### src/rtl/ushift_pkg.sv
package ushift_pkg;

    // Operation code, indexed as {sel1, sel0}
    typedef enum logic [1:0] {
        OP_KEEP = 2'b00,
        OP_UP   = 2'b01,  // toward the MSB
        OP_DOWN = 2'b10,  // toward the LSB
        OP_LOAD = 2'b11
    } op_e;

endpackage

### src/rtl/ushift_op_dec.sv
module ushift_op_dec
    import ushift_pkg::*;
(
    input  logic clr_n,
    input  logic sel0,
    input  logic sel1,
    output op_e  op,
    output logic zero_all,
    output logic port_release
);

    always_comb begin
        op           = op_e'({sel1, sel0});
        // the clear outranks every operation code
        zero_all     = ~clr_n;
        // the port is released on the select code alone, even during a clear
        port_release = sel0 & sel1;
    end

endmodule

### src/rtl/ushift_next.sv
module ushift_next
    import ushift_pkg::*;
#(
    parameter int WIDTH = 8
) (
    input  op_e              op,
    input  logic             zero_all,
    input  logic [WIDTH-1:0] cur,
    input  logic             ser_r,
    input  logic             ser_l,
    input  logic [WIDTH-1:0] din,
    output logic [WIDTH-1:0] nxt
);

    localparam int TOP = WIDTH - 1;

    logic [WIDTH-1:0] from_below;  // source bit for an MSB-ward shift
    logic [WIDTH-1:0] from_above;  // source bit for an LSB-ward shift

    for (genvar i = 0; i < WIDTH; i++) begin : g_cell
        if (i == 0) begin : g_low_end
            assign from_below[i] = ser_r;
        end else begin : g_low_mid
            assign from_below[i] = cur[i-1];
        end

        if (i == TOP) begin : g_high_end
            assign from_above[i] = ser_l;
        end else begin : g_high_mid
            assign from_above[i] = cur[i+1];
        end

        always_comb begin
            if (zero_all) begin
                nxt[i] = 1'b0;
            end else begin
                unique case (op)
                    OP_KEEP: nxt[i] = cur[i];
                    OP_UP:   nxt[i] = from_below[i];
                    OP_DOWN: nxt[i] = from_above[i];
                    OP_LOAD: nxt[i] = din[i];
                    default: nxt[i] = cur[i];
                endcase
            end
        end
    end

endmodule

### src/rtl/ushift_port_drv.sv
module ushift_port_drv #(
    parameter int WIDTH = 8
) (
    input  logic             oe_a_n,
    input  logic             oe_b_n,
    input  logic             port_release,
    input  logic [WIDTH-1:0] cur,
    output logic [WIDTH-1:0] port_out,
    output logic [WIDTH-1:0] port_oe,
    output logic             lsb_out,
    output logic             msb_out
);

    logic drive;

    always_comb begin
        drive    = ~oe_a_n & ~oe_b_n & ~port_release;
        port_oe  = {WIDTH{drive}};
        port_out = cur;
        lsb_out  = cur[0];
        msb_out  = cur[WIDTH-1];
    end

endmodule

### src/rtl/ushift_reg.sv
module ushift_reg
    import ushift_pkg::*;
#(
    parameter int WIDTH = 8
) (
    input  logic             clk,
    input  logic             clr_n,
    input  logic             sel0,
    input  logic             sel1,
    input  logic             oe_a_n,
    input  logic             oe_b_n,
    input  logic             ser_r_in,
    input  logic             ser_l_in,
    input  logic [WIDTH-1:0] port_in,
    output logic [WIDTH-1:0] port_out,
    output logic [WIDTH-1:0] port_oe,
    output logic             lsb_out,
    output logic             msb_out
);

    typedef struct packed {
        logic [WIDTH-1:0] bits;
    } reg_state_t;

    reg_state_t       st_d;
    reg_state_t       st_q;
    op_e              op;
    logic             zero_all;
    logic             port_release;
    logic [WIDTH-1:0] nxt_bits;

    ushift_op_dec u_dec (
        .clr_n        (clr_n),
        .sel0         (sel0),
        .sel1         (sel1),
        .op           (op),
        .zero_all     (zero_all),
        .port_release (port_release)
    );

    ushift_next #(.WIDTH(WIDTH)) u_next (
        .op       (op),
        .zero_all (zero_all),
        .cur      (st_q.bits),
        .ser_r    (ser_r_in),
        .ser_l    (ser_l_in),
        .din      (port_in),
        .nxt      (nxt_bits)
    );

    ushift_port_drv #(.WIDTH(WIDTH)) u_drv (
        .oe_a_n       (oe_a_n),
        .oe_b_n       (oe_b_n),
        .port_release (port_release),
        .cur          (st_q.bits),
        .port_out     (port_out),
        .port_oe      (port_oe),
        .lsb_out      (lsb_out),
        .msb_out      (msb_out)
    );

    always_comb begin
        st_d      = st_q;
        st_d.bits = nxt_bits;
    end

    // no reset: the contents are undefined until the first clear or load
    always_ff @(posedge clk) begin
        st_q <= st_d;
    end

endmodule

### config.mk
export PLATFORM = sky130hd
export DESIGN_NAME = ushift_reg
export DESIGN_NICKNAME = d
export VERILOG_FILES = /design/src/rtl/ushift_pkg.sv /design/src/rtl/ushift_op_dec.sv /design/src/rtl/ushift_next.sv /design/src/rtl/ushift_port_drv.sv /design/src/rtl/ushift_reg.sv
export SDC_FILE = /design/constraint.sdc
export NUM_CORES = 1
export LEC_CHECK = 0
export ABC_AREA = 0
export BUFFER_PORTS_ARGS = -buffer_cell sky130_fd_sc_hd__buf_4
export CAP_MARGIN = 30
export CORE_AREA = 2 2 39 41
export DETAILED_ROUTE_END_ITERATION = 16
export DIE_AREA = 0 0 41 43
export PLACE_DENSITY_LB_ADDON = 0.05
export SYNTH_ARGS = -nofsm -noshare
export SYNTH_HDL_FRONTEND = slang
export SYNTH_SLANG_ARGS = --single-unit
### constraint.sdc
create_clock -name clk -period 3.5 [get_ports clk]
set_input_delay 0.7 -clock clk [delete_from_list [all_inputs] [get_ports clk]]
set_output_delay 0.7 -clock clk [all_outputs]
set_load 0.005 [all_outputs]
==> results by stage <==
Outcome:
- The run finished with clean final reports.

Pwr:
- Dividing total power by cell area gives a power density of around 340 mW/mm^2.
- The leakage power figure is about 0.35 nW.
- The worst ir drop on vdd is around 0.13 mV.

Yosys:
- Of the post-synthesis cell area, the part taken by muxes is approximately 32%.
- Summing the areas of all fa, ha and maj instances in the mapped netlist gives 0% of the synthesized area.
- Synthesis inferred 8 register bits.
- The largest family of logic cells by synthesized area is multiplexers.
- The number of instances in the synthesized netlist is 48.
- Of the total synthesized cell area, the portion taken by AND, OR, NAND and NOR gates is 2.010%.
- The synthesized-area fraction occupied by xor and xnor cells is 0%.
- The unique cell type count in the Yosys netlist is 10.
- For this run, the number of Yosys warnings is 0.
- The sequential cell area fraction in the yosys report is 32.16%.
- The fraction of the mapped netlist area in compound gates is 11.56%.
- The mapped cell area is about 500 um^2.
- The number of nets in the synthesized netlist is between 60 and 70.
- Each instance of the synthesized netlist takes up on average around 10 um^2.

Worst setup path:
- At the worst endpoint, the required time is ~2800 ps.
- The critical path's most frequent cell is sky130_fd_sc_hd__buf_4.
- The startpoint of the most critical setup path is sel0.
- The category of the worst setup path launch point is a primary input.
- In this run the worst path has a maximum fanout of 17.
- The data arrival time of the worst path is around 1800 ps.
- The kind of cell with the highest combined delay along the critical path is compound AO/OA/AOI/OAI gates.
- The startpoint identified for the worst register-to-register timing path is st_q[1].
- The type of destination of the critical path is an output port.
- Together, buffers and inverters on the worst path number 2.
- Counting cells, the worst reg-to-reg path comes to 2.
- The register-to-register setup slack is about 2800 ps.
- The setup path with the least slack is of type primary input to output port.
- The signal on the critical path passes through buf_4 > a211oi_1 > buf_4.
- The capture instance of the worst register-to-register path is st_q[2].
- The largest individual stage delay along the critical path comes from the cell sky130_fd_sc_hd__a211oi_1.
- The largest single stage delay on the critical path is around 690 ps.

Place:
- In this run the tool buffered the top-level ports with 33 buffer cells.
- At the end of routability-driven placement, the weighted congestion stood at 0.6270.
- Before CTS, the worst setup slack after placement is approximately 950 ps.
- The post-detailed-placement half-perimeter wirelength is around 750 um.

Min path:
- The startpoint of the lowest-slack hold path is st_q[4].
- The worst hold path class is flop to flop.
- The worst hold path stage count is 2.
- The worst hold endpoint is st_q[4].

Clock tree:
- The clock root buffer is sky130_fd_sc_hd__clkbuf_4.
- The longest clock path from root to sink contains 2 buffers.
- The number of buffers inserted for hold repair after clock tree synthesis is 0.
- The number of gates resized after cts is 0.
- The TritonCTS clock tree is done.
- After clock tree synthesis, the clock-pin slew on the worst setup and hold paths is 60 ps.
- The number of clock buffers inserted by TritonCTS is 3.
- The insertion delay of the later-clocked pin in the worst-skew pair is around 250 ps.
- The clock drives 8 sinks.
- In this run the number of H-tree levels came out at 1.
- The post-CTS setup repair buffer count is 0.

Global routing:
- Global routing used approximately 4.7% of the available met3 tracks.
- For this run, global-route usage on met2 was measured as between 10% and 20%.
- The remaining global-route overflow is 0.
- The initial antenna violation count is 0.
- Global routing consumed, over all layers together, roughly an eighth of the routing resources.
- The number of global-route vias before repair is around 390.
- The layer carrying the most global-route usage is met2.
- The largest net degree at the start of global routing is 18.
- The first global-routing pass estimated about 1.5 mm of wire.
- Global routing used between 15 and 20% of the available met1 tracks.

Route:
- The detail-routed via count per cell is 4.977.
- The detailed router finished its first iteration with 2 violations.
- For this run, the detailed router's first-pass iteration total came to 4.
- Wires add up to a little under 1 mm.
- The detail route stage leaves a number of antenna-violating nets equal to 0.
- The post-detailed-route DRC marker count is 0.
- The total via count after detailed routing is 433.
- The average wire per standard cell is between 10 and 15 um.

Timing:
- The final hold violation count is 0.
- The part of the cycle the worst path needs is ~72%.
- The tightest slew margin relative to the limit is approximately half.
- The transition time at the pin with the least slew margin is 755.0 ps.
- The count of final max-slew check failures is 0.
- The post-layout worst setup margin is 979.9 ps.
- Subtracting the final worst setup slack from the clock period gives roughly 2500 ps.
- The achievable frequency is about 400 MHz.
- Setup repair after global routing left no endpoint under its margin.
- The worst hold slack is roughly 600 ps.
- Setup violations remaining at the end of the flow were counted as 0.
- The final setup skew is 2.427 ps.
- After routing, the total negative slack on setup checks comes to 0 ps.

Floorplanning:
- The area of the die is about 0.0018 mm^2.
- The horizontal die dimension is 41 um.
- The floorplan row count is 14.
- Pin placement for this block handled 34 I/O pins.
- The overall die height is 43 um.
- For this configuration, the core starts out at a cell density of approximately 36%.
- The core region is roughly 0.0014 mm^2.

Cells and area:
- The flip-flop count of the largest register after layout is 8.
- 0 antenna diodes ended up in the layout.
- Compared with the post-synthesis result, the final layout area differs by 36.18%.
- The fraction of final layout cells with drive strength greater than 1 is 50.70%.
- Fill cells in the final layout number roughly 140.
- The register name with the most flops is st_q.
- The number of nets in the layout is 89.
- The largest registers in the layout are st_q (8).

Run:
- The number of violations of the max-capacitance limit is 0.
stage by stage:
step / util [%] / total power [mW] / area (um^2) / instances
after global placement: 47.38 / 0.1598 / 655.6 / 84
after CTS: 49.01 / 0.2355 / 678.2 / 87
after global routing: 49.01 / 0.2442 / 678.2 / 87
final: 49.01 / 0.2301 / 678.2 / 87
after detailed placement: 47.38 / 0.1601 / 655.6 / 84
after floorplan: - / 0.1387 / 498.0 / 48
where the power goes:
part / switching [mW] / internal (mW) / leakage, nW
Combinational: 0.0202 / 0.0352 / 0.268
Sequential: 0.00514 / 0.0966 / 0.0656
Clock: 0.0336 / 0.0394 / 0.0138
Total: 0.0589 / 0.171 / 0.348
synth_stat cells (all sizes together):
cell type / instances / area [um^2]
mux2i: 16 / 160.2
buf: 13 / 110.1
dfxtp: 8 / 160.2
o22ai: 8 / 50.05
a211oi: 1 / 7.510
nand2: 1 / 3.750
nand2b: 1 / 6.260
layer usage:
| metal | vias up | share of wire (%) |
|---|---|---|
| li1 | 213 | - |
| met1 | 198 | 42 |
| met2 | 20 | 49 |
| met3 | 2 | 8.2 |
| met4 | 0 | 0.40 |
| met5 | - | 0 |
layout by cell type, fill, tap and decap left out, drive strengths merged:
cell type	Yosys	routed
a211oi	1	1
buf	13	33
clkbuf	0	3
dfxtp	8	8
mux2i	16	16
nand2	1	1
nand2b	1	1
o22ai	8	8
worst min-delay path: stages (launching register included):
cell and delay [ps]:
sky130_fd_sc_hd__dfxtp_1 330, sky130_fd_sc_hd__mux2i_1 120, sky130_fd_sc_hd__o22ai_1 80
worst max path at each step:
stage | cells after the start | slack, ps | endpoint
floorplan | 4 | 1020 | port_oe[0]
global placement | 3 | 1000 | port_oe[6]
detailed placement | 3 | 950 | port_oe[5]
CTS | 3 | 950 | port_oe[5]
global route | 3 | 780 | port_oe[5]
finish | 3 | 980 | port_oe[5]
layout make-up:
type                            instances  area, um^2  share of cell area [%]
Clock buffer                            3       22.52                   3.321
Timing Repair Buffer                   33       247.7                   36.53
Multi-Input combinational cell         27       227.7                   33.58
Tap cell                               16       20.02                   2.952
Sequential cell                         8       160.2                   23.62
cell families (layout without fill, tap and decap cells):
group,after synthesis,after routing
AO/OA/AOI/OAI,9,9
buffers and inverters,13,36
flip-flops,8,8
multiplexers,16,16
AND/OR/NAND/NOR,2,2
(Power assumes the default switching activity.)
